<file path="src/rtl/rsp_capture_pkg.sv">
package rsp_capture_pkg;

  typedef enum logic [1:0] {
    RSP_NONE      = 2'd0,
    RSP_SHORT_CRC = 2'd1,
    RSP_LONG      = 2'd2,
    RSP_SHORT     = 2'd3
  } rspType_e;

  localparam int IDX_W      = 8;
  localparam int LEN_SHORT  = 48;
  localparam int LEN_LONG   = 136;
  localparam int LONG_SKIP  = 8;
  localparam int CRC_W      = 7;
  localparam int CRC_SPAN   = LEN_SHORT - CRC_W - 1;
  localparam logic [CRC_W-1:0] CRC_POLY = 7'h09;

  typedef struct packed {
    logic clear;
    logic shiftEn;
    logic shiftBit;
  } dpStrobe_t;

endpackage

</file>
<file path="src/rtl/rsp_capture_ctrl.sv">
module rsp_capture_ctrl
  import rsp_capture_pkg::*;
#(
  parameter int          TO_W   = 8,
  parameter logic [TO_W-1:0] TO_RST = '1
) (
  input  logic            clk,
  input  logic            rst_n,
  input  logic            cmdStart,
  input  logic [1:0]      cmdType,
  input  logic            respBit,
  input  logic            respValid,
  input  logic            toWrEn,
  input  logic [TO_W-1:0] toWrData,
  output dpStrobe_t       dp,
  output logic            respDone,
  output logic            toErr,
  output logic            crcErr
);

  typedef enum logic [1:0] {ST_IDLE, ST_WAIT, ST_RECV} state_e;

  localparam logic [IDX_W-1:0] LAST_SHORT = IDX_W'(LEN_SHORT - 1);
  localparam logic [IDX_W-1:0] LAST_LONG  = IDX_W'(LEN_LONG - 1);
  localparam logic [IDX_W-1:0] CRC_END    = IDX_W'(CRC_SPAN);
  localparam logic [IDX_W-1:0] CRC_RX_END = IDX_W'(CRC_SPAN + CRC_W);
  localparam logic [IDX_W-1:0] SKIP_IDX   = IDX_W'(LONG_SKIP);

  state_e           state;
  rspType_e         curType;
  logic [IDX_W-1:0] bitIdx;
  logic [TO_W-1:0]  waitCnt;
  logic [TO_W-1:0]  toLimit;
  logic [CRC_W-1:0] crcCalc;
  logic [CRC_W-1:0] crcRx;
  logic [CRC_W-1:0] crcNext;
  logic [IDX_W-1:0] lastIdx;
  logic             feedBack;

  assign feedBack = respBit ^ crcCalc[CRC_W-1];
  assign crcNext  = {crcCalc[CRC_W-2:0], 1'b0} ^ (feedBack ? CRC_POLY : '0);
  assign lastIdx  = (curType == RSP_LONG) ? LAST_LONG : LAST_SHORT;

  always_comb begin
    dp.clear    = cmdStart;
    dp.shiftBit = respBit;
    dp.shiftEn  = 1'b0;
    if (!cmdStart && respValid) begin
      if (state == ST_WAIT)
        dp.shiftEn = !respBit && (curType != RSP_LONG);
      else if (state == ST_RECV)
        dp.shiftEn = (curType != RSP_LONG) || (bitIdx >= SKIP_IDX);
    end
  end

  always_ff @(posedge clk or negedge rst_n) begin
    if (!rst_n) begin
      state    <= ST_IDLE;
      curType  <= RSP_NONE;
      bitIdx   <= '0;
      waitCnt  <= '0;
      toLimit  <= TO_RST;
      crcCalc  <= '0;
      crcRx    <= '0;
      respDone <= 1'b0;
      toErr    <= 1'b0;
      crcErr   <= 1'b0;
    end else begin
      if (toWrEn) toLimit <= toWrData;
      if (cmdStart) begin
        curType  <= rspType_e'(cmdType);
        bitIdx   <= '0;
        waitCnt  <= '0;
        crcCalc  <= '0;
        crcRx    <= '0;
        toErr    <= 1'b0;
        crcErr   <= 1'b0;
        respDone <= (cmdType == RSP_NONE);
        state    <= (cmdType == RSP_NONE) ? ST_IDLE : ST_WAIT;
      end else if (respValid) begin
        case (state)
          ST_WAIT: begin
            if (!respBit) begin
              state   <= ST_RECV;
              bitIdx  <= IDX_W'(1);
              crcCalc <= crcNext;
            end else if (waitCnt + TO_W'(1) == toLimit) begin
              toErr    <= 1'b1;
              respDone <= 1'b1;
              state    <= ST_IDLE;
            end else begin
              waitCnt <= waitCnt + TO_W'(1);
            end
          end
          ST_RECV: begin
            bitIdx <= bitIdx + IDX_W'(1);
            if (bitIdx < CRC_END) crcCalc <= crcNext;
            else if (bitIdx < CRC_RX_END) crcRx <= {crcRx[CRC_W-2:0], respBit};
            if (bitIdx == lastIdx) begin
              state    <= ST_IDLE;
              respDone <= 1'b1;
              if (curType == RSP_SHORT_CRC && crcRx != crcCalc) crcErr <= 1'b1;
            end
          end
          default: ;
        endcase
      end
    end
  end

  p_type0_done_r1: assert property (@(posedge clk) disable iff (!rst_n)
    (cmdStart && cmdType == 2'd0) |=> (respDone && !toErr && !crcErr));

  p_crc_type_r4: assert property (@(posedge clk) disable iff (!rst_n)
    $rose(crcErr) |-> (curType == RSP_SHORT_CRC));

  p_err_excl_r6: assert property (@(posedge clk) disable iff (!rst_n)
    !(toErr && crcErr));

  p_clear_flags_r9: assert property (@(posedge clk) disable iff (!rst_n)
    (cmdStart && cmdType != 2'd0) |=> (!respDone && !toErr && !crcErr));

endmodule

</file>
<file path="src/rtl/rsp_capture_fifo_dp.sv">
module rsp_capture_fifo_dp
  import rsp_capture_pkg::*;
#(
  parameter int WORD_W = 16,
  parameter int DEPTH  = 8
) (
  input  logic              clk,
  input  logic              rst_n,
  input  dpStrobe_t         dp,
  input  logic              rdEn,
  output logic [WORD_W-1:0] rdData
);

  localparam int PTR_W = (DEPTH > 1) ? $clog2(DEPTH) : 1;
  localparam int CNT_W = $clog2(DEPTH + 1);
  localparam int BIT_W = $clog2(WORD_W);
  localparam logic [PTR_W-1:0] PTR_LAST = PTR_W'(DEPTH - 1);
  localparam logic [BIT_W-1:0] BIT_LAST = BIT_W'(WORD_W - 1);

  logic [WORD_W-1:0] mem [DEPTH];
  logic [WORD_W-1:0] shifter;
  logic [WORD_W-1:0] shiftNext;
  logic [BIT_W-1:0]  bitCnt;
  logic [PTR_W-1:0]  wrPtr, rdPtr;
  logic [CNT_W-1:0]  count;
  logic              push, pop, empty;

  assign shiftNext = {shifter[WORD_W-2:0], dp.shiftBit};
  assign push      = dp.shiftEn && (bitCnt == BIT_LAST);
  assign empty     = (count == '0);
  assign pop       = rdEn && !empty && !dp.clear;
  assign rdData    = empty ? '0 : mem[rdPtr];

  always_ff @(posedge clk) begin
    if (push && !dp.clear) mem[wrPtr] <= shiftNext;
  end

  always_ff @(posedge clk or negedge rst_n) begin
    if (!rst_n) begin
      shifter <= '0;
      bitCnt  <= '0;
      wrPtr   <= '0;
      rdPtr   <= '0;
      count   <= '0;
    end else if (dp.clear) begin
      shifter <= '0;
      bitCnt  <= '0;
      wrPtr   <= '0;
      rdPtr   <= '0;
      count   <= '0;
    end else begin
      if (dp.shiftEn) begin
        shifter <= shiftNext;
        bitCnt  <= bitCnt + BIT_W'(1);
      end
      if (push) wrPtr <= (wrPtr == PTR_LAST) ? '0 : wrPtr + PTR_W'(1);
      if (pop)  rdPtr <= (rdPtr == PTR_LAST) ? '0 : rdPtr + PTR_W'(1);
      count <= count + CNT_W'(push) - CNT_W'(pop);
    end
  end

  p_no_overflow_r5: assert property (@(posedge clk) disable iff (!rst_n)
    !(push && !pop && count == CNT_W'(DEPTH)));

  p_empty_read_r8: assert property (@(posedge clk) disable iff (!rst_n)
    (rdEn && empty && !dp.clear) |=> $stable(rdPtr));

endmodule

</file>
<file path="src/rtl/rsp_capture_fifo.sv">
module rsp_capture_fifo
  import rsp_capture_pkg::*;
#(
  parameter int              TO_W   = 8,
  parameter logic [TO_W-1:0] TO_RST = '1,
  parameter int              WORD_W = 16,
  parameter int              DEPTH  = 8
) (
  input  logic              clk,
  input  logic              rst_n,
  input  logic              cmdStart,
  input  logic [1:0]        cmdType,
  input  logic              respBit,
  input  logic              respValid,
  input  logic              toWrEn,
  input  logic [TO_W-1:0]   toWrData,
  input  logic              rdEn,
  output logic [WORD_W-1:0] rdData,
  output logic              respDone,
  output logic              toErr,
  output logic              crcErr
);

  dpStrobe_t dp;

  rsp_capture_ctrl #(.TO_W(TO_W), .TO_RST(TO_RST)) u_ctrl (
    .clk(clk), .rst_n(rst_n), .cmdStart(cmdStart), .cmdType(cmdType),
    .respBit(respBit), .respValid(respValid), .toWrEn(toWrEn),
    .toWrData(toWrData), .dp(dp), .respDone(respDone), .toErr(toErr),
    .crcErr(crcErr)
  );

  rsp_capture_fifo_dp #(.WORD_W(WORD_W), .DEPTH(DEPTH)) u_dp (
    .clk(clk), .rst_n(rst_n), .dp(dp), .rdEn(rdEn), .rdData(rdData)
  );

endmodule

</file>
<file path="config.mk">
export PLATFORM = sky130hd
export DESIGN_NAME = rsp_capture_fifo
export DESIGN_NICKNAME = d
export VERILOG_FILES = /design/src/rtl/rsp_capture_pkg.sv /design/src/rtl/rsp_capture_ctrl.sv /design/src/rtl/rsp_capture_fifo_dp.sv /design/src/rtl/rsp_capture_fifo.sv
export SDC_FILE = /design/constraint.sdc
export NUM_CORES = 1
export LEC_CHECK = 0
export BUFFER_PORTS_ARGS = -buffer_cell sky130_fd_sc_hd__buf_2
export CAP_MARGIN = 20
export CORE_MARGIN = 2
export CORE_UTILIZATION = 58
export CTS_BUF_LIST = sky130_fd_sc_hd__clkbuf_4 sky130_fd_sc_hd__clkbuf_8
export CTS_CLUSTER_DIAMETER = 100
export DETAILED_ROUTE_END_ITERATION = 8
export MAX_ROUTING_LAYER = met4
export PLACE_DENSITY = 0.81
export SYNTH_ARGS = -nofsm -noshare
export SYNTH_HDL_FRONTEND = slang
export SYNTH_SLANG_ARGS = --single-unit
</file>
<file path="constraint.sdc">
create_clock -name clk -period 6.6 [get_ports clk]
set_input_delay 1.65 -clock clk [delete_from_list [all_inputs] [get_ports clk]]
set_output_delay 1.65 -clock clk [all_outputs]
set_load 0.05 [all_outputs]
</file>
==> out/results.tsv, run 1 <==
stage	metric	value	unit
run_status	outcome	finished clean	
synthesis	number of synthesized flops with an enable pin	128	
clock_tree	CTS Buf Count	30	
power_and_ir_drop	Power Density	319	nW/µm²
floorplan	initial core utilization	0.599	
detailed_routing	routed length on met2	8830	µm
detailed_routing	vias post-DR	5021	
global_routing	Total GRT Usage	0.218	
sta	RSZ-0062 raised after global routing	no	
synthesis	xor and xnor area share after synthesis	0.0269	
synthesis	Syn. warnings	0	
synthesis	largest family of logic cells by synthesized area	multiplexers	
sta	Rel. slew slack	0.261	
sta	Hold Fails Final Rpt	0	
synthesis	Synth Net Count	639	
clock_tree	Sink Count	202	
sta	post-route clock period utilization	0.651	
sta	final setup vio count	0	
synthesis	library cells used by synthesis	50	
detailed_routing	max layer used	met4	
sta	TNS Setup	0	ps
synthesis	Most used DFF post-synth	edfxtp_1	
detailed_routing	DR vias/cell	5.80	
synthesis	mapped cell area	8780	µm²
detailed_routing	DRC	0	
floorplan	Ports	36	
clock_tree	clk slew on worst S/H paths	60	ps
synthesis	Compound-Gate Fraction of Synth Area	0.0382	
power_and_ir_drop	total power	3.14	mW
floorplan	die height	127	µm
place	Port Buf Inserts	35	
synthesis	Mapped Cells	608	
sta	worst-margin pin slew	1110	ps
synthesis	Synth Register Bits	202	
global_routing	GR Overflow Total	0	
clock_tree	CTS max path bufs	3	
synthesis	Simple-Gate Fraction of Synth Area	0.100	
synthesis	multiplexer share of the synthesized area	0.144	
finish	area grow syn2layout	12.1	%
setup_path	Worst EP required	4950	ps
synthesis	sequential-to-total area share from yosys stat	0.650	
power_and_ir_drop	leakage	3.73	nW
detailed_routing	met3 WL	735	µm
finish	Final Cell Area	9840	µm²
setup_path	CP Capture Type	primary output	
power_and_ir_drop	Peak supply drop	0.000184	V
synthesis	Syn Area/Cell	14.4	µm²
synthesis	post-synth top area share	0.438	
clock_tree	CTS tree	built	
sta	Clock Skew	32.1	ps
global_routing	first-pass GRT wire length	26900	µm
floorplan	Chip Width	127	µm
global_routing	vias in the first global route	5296	
setup_path	CP Max Fanout	19	
setup_path	Worst Path Class, Setup	flop to primary output	
floorplan	num rows	44	
detailed_routing	Metal-1 WL	6620	µm
floorplan	area of the die	16100	µm²
place	placer congestion estimate	0.822	
clock_tree	CTS Root Cell	clkbuf_8	
detailed_routing	drt pass-1 iters	4	
finish	n_diodes	0	
flow_run	max-cap violation count	0	
detailed_routing	drt wl/cell	19.0	µm
setup_path	Worst EP arrival	2650	ps
finish	Total Nets Final	688	
finish	share of layout cells above drive strength 1	0.250	
floorplan	Core ar.	14600	µm²
finish	Fill cells	1019	
detailed_routing	Antenna Nets Post-Route	0	
detailed_routing	DRT Wirelength	16400	µm
setup_path	crit start category	flop	
place	Area after DPL	9190	µm²
synthesis	share of flip-flops with an asynchronous set or reset	0.366	
synthesis	Synth Area in Adders	0.0208	
sta	f_max	233	MHz
global_routing	initial antenna violation count	0	
place	Final HPWL DP	10400	µm
min_path	Min-Delay Path Class	flop to flop	
clock_tree	Post-CTS Setup Bufs	0	
synthesis	ranking of synthesized cells by area	edfxtp_1 (44%), dfrtp_1 (19%), mux4_2 (8.2%)	
synthesis	largest area contributor in the netlist	edfxtp_1	
sta	Final min period	4300	ps
clock_tree	insertion delay of the later-clocked pin in the worst-skew pair	570	ps
detailed_routing	DRT iter0 DRCs	259	
clock_tree	H-tree levels	1	
clock_tree	Post-CTS Hold Fix Bufs	0	
clock_tree	post-cts sizing count	0	
global_routing	largest net degree at the start of global routing	75	
sta	fin. max-slew vios	0	
-- per-stage QoR --
step           setup slack, ps  cells  hold slack (ps)  utilization
2_1_floorplan             1600    608              469            -
3_3_place_gp              2170    808              484        0.628
3_5_place_dp              2060    808              492        0.628
4_1_cts                   1980    864              511        0.670
5_1_grt                   2110    865              540        0.672
6_report                  2300    865              506        0.672
-- worst paths after layout --
path                                             start                            to  slack [ps]  depth (start not counted)
max                          u_dp.rdPtr[0]$_DFFE_PN0P_                     rdData[0]        2300                          5
min                          u_ctrl.crcErr$_DFFE_PN0P_     u_ctrl.crcErr$_DFFE_PN0P_         510                          2
max reg2reg                u_ctrl.state[1]$_DFFE_PN0P_      u_dp.mem[3][4]$_DFFE_PP_        3440                          9
min reg2reg                  u_ctrl.crcErr$_DFFE_PN0P_     u_ctrl.crcErr$_DFFE_PN0P_         510                          2
max in group asynchronous                        rst_n     u_dp.rdPtr[0]$_DFFE_PN0P_        4730                          1
min in group asynchronous                        rst_n  u_ctrl.bitIdx[3]$_DFFE_PN0P_        1240                          1
-- worst max-delay path, stage by stage (launching register included) --
cell	delay [ps]
dfrtp_2	710
buf_12	270
mux4_2	530
mux2i_1	260
nor2_1	60
buf_2	240
-- registers in the layout (all words and copies together), names as in the netlist --
register / count
u_ctrl.bitIdx: 8
u_ctrl.crcCalc: 7
u_ctrl.crcErr: 1
u_ctrl.crcRx: 7
u_ctrl.curType: 2
u_ctrl.respDone: 1
u_ctrl.state: 2
u_ctrl.toErr: 1
u_ctrl.toLimit: 8
u_ctrl.waitCnt: 8
u_dp.bitCnt: 4
u_dp.count: 4
u_dp.mem: 128
u_dp.rdPtr: 3
u_dp.shifter: 15
u_dp.wrPtr: 3
-- per-layer routing --
layer	global-route usage	up-vias
met5	-	-
met4	0.0511	0
met3	0.0306	20
met2	0.395	111
met1	0.262	2549
li1	-	2341
-- cells by family after synthesis --
| family | Yosys count |
|---|---|
| flip-flops | 202 |
| AND/OR/NAND/NOR | 180 |
| multiplexers | 84 |
| AO/OA/AOI/OAI | 58 |
| buffers and inverters | 43 |
| XOR/XNOR | 27 |
| adder cells (fa/ha/maj) | 14 |
-- placed cells by master, fill, tap and decap left out, types with 6 or more instances in the layout --
cell type | Yosys | routed
buf_2 | 2 | 34
dfstp_2 | 8 | 8
nand4_1 | 6 | 6
o21ai_0 | 26 | 26
edfxtp_1 | 128 | 128
clkinv_1 | 1 | 6
mux4_2 | 32 | 32
clkbuf_4 | 0 | 13
nand3_1 | 10 | 10
xor2_1 | 14 | 14
nor2_1 | 63 | 63
clkbuf_8 | 0 | 32
buf_4 | 1 | 12
xnor2_1 | 13 | 13
mux2_2 | 18 | 18
nand2b_1 | 7 | 7
dfrtp_1 | 66 | 65
nor2b_1 | 13 | 13
ha_1 | 13 | 13
inv_1 | 11 | 11
a21oi_1 | 17 | 17
and3_1 | 7 | 7
mux2i_1 | 34 | 34
nand2_1 | 48 | 48
-- Yosys cell counts, types with 8 or more instances --
cell type and instances:
a21oi_1 17, clkbuf_1 21, dfrtp_1 66, dfstp_2 8
edfxtp_1 128, ha_1 13, inv_1 11, mux2_2 18
mux2i_1 34, mux4_2 32, nand2_1 48, nand3_1 10
nor2_1 63, nor2b_1 13, o21ai_0 26, xnor2_1 13
xor2_1 14
-- cell type report --
type,instances,area [µm²],share of cell area
multi-input cells,363,2950,0.300
well taps,184,230,0.0234
clock inverters,11,85.1,0.00865
clock buffers,45,538,0.0547
repair buffers,47,280,0.0285
inverters,13,48.8,0.00496
flip-flops and latches,202,5710,0.580
-- where the power goes --
part           internal (mW)  switching [mW]  leakage (nW)
Clock                  0.562           0.456         0.334
Combinational          0.228           0.490          1.21
Sequential              1.37          0.0374          2.18
Total                   2.16           0.984          3.73
No activity file was read; power rests on OpenSTA's default activity.
==> run 2, diff against run 1 <==
clock period = 4 ns   (was 6.6 ns; I/O delays follow)
==> out/results.tsv, run 2 (same netlist as run 1, synthesis figures left out) <==
stage	metric	value	unit	change
sta	Hold Fails Final Rpt	0		unchanged
clock_tree	CTS Root Cell	clkbuf_8		unchanged
finish	most frequent cells in the layout	edfxtp_1 (128), dfrtp_1 (65), nor2_1 (63)		unchanged
floorplan	Core ar.	14600	µm²	unchanged
setup_path	Worst EP arrival	2570	ps	was 2650 ps
min_path	Min-Delay Path Class	flop to flop		unchanged
min_path	hold depth	2		unchanged
clock_tree	CTS Buf Count	31		was 30
finish	Final Cell Area	9940	µm²	was 9840 µm²
run_status	outcome	finished clean		unchanged
detailed_routing	DRC	0		unchanged
setup_path	Worst EP required	3000	ps	was 4950 ps
global_routing	largest net degree at the start of global routing	75		unchanged
power_and_ir_drop	switching part of the total	0.309		was 0.313
setup_path	FF-to-FF path depth	12		was 9
clock_tree	Post-CTS Setup Bufs	0		unchanged
power_and_ir_drop	sequential power share	0.439		was 0.447
power_and_ir_drop	NetSw	1.63	mW	was 984 µW
power_and_ir_drop	Power Density	532	nW/µm²	was 319 nW/µm²
global_routing	initial antenna violation count	0		unchanged
sta	TNS Setup	0	ps	unchanged
min_path	hold_sp	u_ctrl.toErr$_DFFE_PN0P_		was u_ctrl.crcErr$_DFFE_PN0P_
detailed_routing	DRT Wirelength	16300	µm	was 16400 µm
clock_tree	CTS max path bufs	3		unchanged
setup_path	R2R Setup Slk	1310	ps	was 3440 ps
floorplan	Ports	36		unchanged
finish	max reg flops	128		unchanged
place	Final HPWL DP	10800	µm	was 10400 µm
finish	largest registers	u_dp.mem (128), u_dp.shifter (15)		unchanged
power_and_ir_drop	total power	5.28	mW	was 3.14 mW
place	placer congestion estimate	0.821		was 0.822
setup_path	CP Capture Type	primary output		unchanged
floorplan	num rows	44		unchanged
detailed_routing	DRT iter0 DRCs	314		was 259
global_routing	vias in the first global route	5268		was 5296
sta	fin. max-slew vios	0		unchanged
sta	f_max	280	MHz	
finish	share of layout cells above drive strength 1	0.255		was 0.250
sta	worst-margin pin slew	916	ps	was 1110 ps
finish	n_diodes	0		unchanged
power_and_ir_drop	leakage	3.77	nW	was 3.73 nW
sta	post-route clock period utilization	0.893		
power_and_ir_drop	Clock Power Share	0.332		was 0.324
clock_tree	post-cts sizing count	0		unchanged
sta	Clock Skew	12.1	ps	was 32.1 ps
power_and_ir_drop	combinational fraction of design power	0.229		about the same
power_and_ir_drop	Peak supply drop	0.000326	V	was 0.000184 V
floorplan	area of the die	16100	µm²	unchanged
finish	Total Nets Final	697		was 688
detailed_routing	drt wl/cell	18.6	µm	was 19.0 µm
clock_tree	insertion delay of the later-clocked pin in the worst-skew pair	540	ps	was 570 ps
global_routing	first-pass GRT wire length	26700	µm	was 26900 µm
place	Port Buf Inserts	35		unchanged
finish	area grow syn2layout	13.2	%	was 12.1%
finish	Top reg by flops	u_dp.mem		unchanged
setup_path	Worst Path Class, Setup	flop to primary output		unchanged
sta	final setup vio count	0		unchanged
setup_path	CP Max Fanout	19		unchanged
sta	Final min period	3570	ps	
setup_path	crit start category	flop		unchanged
sta	WHS	520	ps	was 506 ps
sta	RSZ-0062 raised after global routing	no		unchanged
detailed_routing	drt pass-1 iters	5		was 4
detailed_routing	Antenna Nets Post-Route	0		unchanged
floorplan	initial core utilization	0.599		unchanged
power_and_ir_drop	internal power	3.65	mW	was 2.16 mW
global_routing	Total GRT Usage	0.215		was 0.218
clock_tree	Post-CTS Hold Fix Bufs	0		unchanged
setup_path	reg-to-reg endpoint	u_dp.count[2]$_DFF_PN0_		was u_dp.mem[3][4]$_DFFE_PP_
floorplan	die height	127	µm	unchanged
detailed_routing	DR vias/cell	5.78		was 5.80
clock_tree	clk slew on worst S/H paths	60	ps	about the same
floorplan	Chip Width	127	µm	unchanged
clock_tree	CTS tree	built		unchanged
clock_tree	H-tree levels	1		unchanged
clock_tree	Sink Count	202		unchanged
setup_path	FF-to-FF Start	u_dp.count[2]$_DFF_PN0_		was u_ctrl.state[1]$_DFFE_PN0P_
min_path	WHS Endpoint	u_ctrl.toErr$_DFFE_PN0P_		was u_ctrl.crcErr$_DFFE_PN0P_
sta	Rel. slew slack	0.389		was 0.261
finish	most common cell after layout, fill and taps aside	edfxtp_1		unchanged
place	Area after DPL	9280	µm²	was 9190 µm²
detailed_routing	vias post-DR	5055		was 5021
flow_run	max-cap violation count	0		unchanged
global_routing	GR Overflow Total	0		unchanged
==> run 2: final cells by class <==
cell class / instances / area [µm²]
tap: 184 / 230
clock buffer: 41 / 502
multi-input combinational: 363 / 2970
clock inverter: 16 / 148
timing repair buffer: 55 / 328
fill: 987 / 4710
inverter: 13 / 48.8
sequential: 202 / 5710
==> run 2: worst max path at each step <==
stage | start | endpoint | slack [ps] | cells after the start
after global placement | respBit | u_dp.mem[5][6]$_DFFE_PP_ | 710 | 9
after CTS | u_dp.rdPtr[0]$_DFFE_PN0P_ | rdData[1] | 330 | 5
after detailed placement | respBit | u_dp.mem[5][4]$_DFFE_PP_ | 600 | 9
after floorplan | respBit | u_dp.mem[3][0]$_DFFE_PP_ | -30 | 7
after global routing | u_dp.rdPtr[0]$_DFFE_PN0P_ | rdData[4] | 180 | 5
final | u_dp.rdPtr[0]$_DFFE_PN0P_ | rdData[2] | 430 | 5
==> run 2: critical path, cell delays in order (launching register included) <==
cell     delay (ps)
dfrtp_2         740
buf_4           330
mux4_2          550
mux2i_1         140
nor2_1           50
buf_2           210
==> run 2: per-layer routing <==
metal	vias up	GRT usage	wire (µm)
li1	2358	-	-
met1	2561	0.281	7010
met2	120	0.362	8310
met3	16	0.0352	738
met4	0	0.0472	195
met5	-	-	0
==> run 2: power groups by stage <==
stage          sequential, mW  combinational (mW)  clock, mW
2_1_floorplan            2.32               0.968          0
3_3_place_gp             2.36                1.19          0
3_5_place_dp             2.36                1.23          0
4_1_cts                  2.32                1.23       1.79
5_1_grt                  2.33                1.30       1.91
6_report                 2.32                1.21       1.75
==> run 2: metrics by stage <==
| stage | setup WS (ps) | utilization | std cells |
|---|---|---|---|
| 2_1_floorplan | -27.0 | - | 608 |
| 3_3_place_gp | 713 | 0.634 | 816 |
| 3_5_place_dp | 599 | 0.634 | 816 |
| 4_1_cts | 331 | 0.678 | 873 |
| 5_1_grt | 183 | 0.679 | 874 |
| 6_report | 428 | 0.679 | 874 |
==> run 3, diff against run 2 <==
clock period = 4.2 ns   (was 4 ns; I/O delays follow)
==> out/results.tsv, run 3 (same netlist as run 1, synthesis figures left out) <==
stage	metric	value	unit	change
min_path	WHS Endpoint	u_ctrl.crcErr$_DFFE_PN0P_		was u_ctrl.toErr$_DFFE_PN0P_
clock_tree	CTS Buf Count	34		was 31
min_path	hold depth	2		unchanged
power_and_ir_drop	Peak supply drop	0.000341	V	was 0.000326 V
setup_path	crit-path max cell delay	890	ps	was 740 ps
finish	most common cell after layout, fill and taps aside	edfxtp_1		unchanged
detailed_routing	DRT Wirelength	16400	µm	was 16300 µm
finish	largest registers	u_dp.mem (128), u_dp.shifter (15)		unchanged
setup_path	CP cell instances	buf_4 > mux4_2 > mux2i_1 > nor2_1 > buf_2		unchanged
sta	fin. max-slew vios	0		unchanged
setup_path	Worst EP required	3150	ps	was 3000 ps
flow_run	max-cap violation count	0		unchanged
setup_path	reg-to-reg endpoint	u_dp.mem[5][12]$_DFFE_PP_		was u_dp.count[2]$_DFF_PN0_
floorplan	num rows	44		unchanged
clock_tree	insertion delay of the later-clocked pin in the worst-skew pair	520	ps	was 540 ps
setup_path	R2R Setup Slk	1290	ps	was 1310 ps
finish	Final Cell Area	10000	µm²	was 9940 µm²
sta	TNS Setup	0	ps	unchanged
place	Port Buf Inserts	35		unchanged
finish	n_diodes	0		unchanged
setup_path	Worst EP arrival	2590	ps	was 2570 ps
power_and_ir_drop	leakage	3.80	nW	was 3.77 nW
min_path	hold_sp	u_ctrl.crcErr$_DFFE_PN0P_		was u_ctrl.toErr$_DFFE_PN0P_
finish	Top reg by flops	u_dp.mem		unchanged
min_path	Min-Delay Path Class	flop to flop		unchanged
sta	Rel. slew slack	0.290		was 0.389
global_routing	initial antenna violation count	0		unchanged
global_routing	GR Overflow Total	0		unchanged
sta	RSZ-0062 raised after global routing	no		unchanged
detailed_routing	DRC	0		unchanged
setup_path	crit start category	flop		unchanged
finish	area grow syn2layout	14.3	%	was 13.2%
clock_tree	post-cts sizing count	0		unchanged
clock_tree	CTS max path bufs	3		unchanged
setup_path	CP Max Fanout	20		was 19
setup_path	slowest cell on the critical path	dfrtp_1		was dfrtp_2
finish	Layout Utilization	0.685		was 0.679
clock_tree	Post-CTS Hold Fix Bufs	0		unchanged
finish	max reg flops	128		unchanged
clock_tree	H-tree levels	2		was 1
global_routing	Total GRT Usage	0.224		was 0.215
place	Final HPWL DP	10700	µm	was 10800 µm
detailed_routing	drt wl/cell	18.7	µm	was 18.6 µm
place	Inst Count DP	813		was 816
power_and_ir_drop	Power Density	530	nW/µm²	was 532 nW/µm²
global_routing	first-pass GRT wire length	27300	µm	was 26700 µm
global_routing	vias in the first global route	5323		was 5268
clock_tree	Post-CTS Setup Bufs	0		unchanged
setup_path	Worst Setup SP	u_dp.rdPtr[1]$_DFFE_PN0P_		was u_dp.rdPtr[0]$_DFFE_PN0P_
sta	WHS	512	ps	was 520 ps
detailed_routing	DR vias/cell	5.82		was 5.78
clock_tree	clk slew on worst S/H paths	60	ps	about the same
detailed_routing	vias post-DR	5084		was 5055
floorplan	die height	127	µm	unchanged
sta	Hold Fails Final Rpt	0		unchanged
setup_path	FF-to-FF Start	u_ctrl.state[1]$_DFFE_PN0P_		was u_dp.count[2]$_DFF_PN0_
floorplan	Chip Width	127	µm	unchanged
detailed_routing	Antenna Nets Post-Route	0		unchanged
clock_tree	CTS tree	built		unchanged
sta	Final min period	3640	ps	
sta	Clock Skew	22.4	ps	was 12.1 ps
detailed_routing	DRT iter0 DRCs	356		was 314
setup_path	Worst Path Class, Setup	flop to primary output		unchanged
floorplan	Ports	36		unchanged
finish	Total Nets Final	696		was 697
finish	Finished Layout Cells	874		unchanged
sta	final setup vio count	0		unchanged
global_routing	largest net degree at the start of global routing	75		unchanged
run_status	outcome	finished clean		unchanged
sta	f_max	275	MHz	
setup_path	CP Capture Type	primary output		unchanged
clock_tree	CTS Root Cell	clkbuf_8		unchanged
floorplan	Core ar.	14600	µm²	unchanged
finish	most frequent cells in the layout	edfxtp_1 (128), dfrtp_1 (65), nor2_1 (63)		unchanged
floorplan	area of the die	16100	µm²	unchanged
detailed_routing	drt pass-1 iters	5		unchanged
sta	post-route clock period utilization	0.866		
place	Area after DPL	9260	µm²	was 9280 µm²
finish	share of layout cells above drive strength 1	0.259		was 0.255
setup_path	FF-to-FF path depth	8		was 12
floorplan	initial core utilization	0.599		unchanged
place	placer congestion estimate	0.812		was 0.821
sta	worst-margin pin slew	1070	ps	was 916 ps
clock_tree	Sink Count	202		unchanged
run 3: changes by cell type in the layout (fill, tap and decap cells not counted):
cell and delta:
clkinv_2 +2, clkbuf_8 +6, buf_12 +1, clkinvlp_4 +2, nor4_4 -1, clkinv_1 -3, clkbuf_4 -5, buf_4 -5
bufinv_16 +2, nor4_2 +1
run 3: critical path: cells and delay by family, from the launching register on:
family                 cells  cell delay, ps
buffers and inverters      2             590
DFF                        1             890
muxes                      2             520
and+or+nand+nor            1              60
run 3: cell type report:
class                   count  area (µm²)
inverters                  13        48.8
repair buffers             51         310
clock buffers              42         547
well taps                 184         230
flip-flops and latches    202        5710
fillers                   979        4610
multi-input cells         363        2970
clock inverters            19         221
run 3: through the flow:
step | setup slack, ps | power [mW]
detailed placement | 419 | 3.41
global placement | 582 | 3.38
CTS | 537 | 5.38
finish | 562 | 5.32
global route | 391 | 5.54
floorplan | -3.88 | 3.14
run 3: layer usage:
layer	wire length (µm)	track usage	part of all wire	vias to the layer above
met4	395	0.0808	0.024	0
met5	0	-	0	-
met3	847	0.0490	0.052	30
met2	8050	0.351	0.49	144
li1	-	-	-	2363
met1	7070	0.294	0.43	2547
run 3: worst max-delay path by stage:
stage,slack [ps],endpoint,cells after the start
floorplan,-4,u_dp.mem[0][0]$_DFFE_PP_,5
detailed placement,420,u_dp.mem[5][11]$_DFFE_PP_,9
finish,560,rdData[10],5
CTS,540,rdData[10],5
global placement,580,u_dp.mem[2][4]$_DFFE_PP_,7
global route,390,rdData[10],5
run 3: where the power goes:
group / total [mW] / internal (mW) / switching (mW)
Combinational: 1.14 / 0.369 / 0.769
Sequential: 2.22 / 2.15 / 0.0763
Clock: 1.96 / 1.17 / 0.783
Total: 5.32 / 3.69 / 1.63
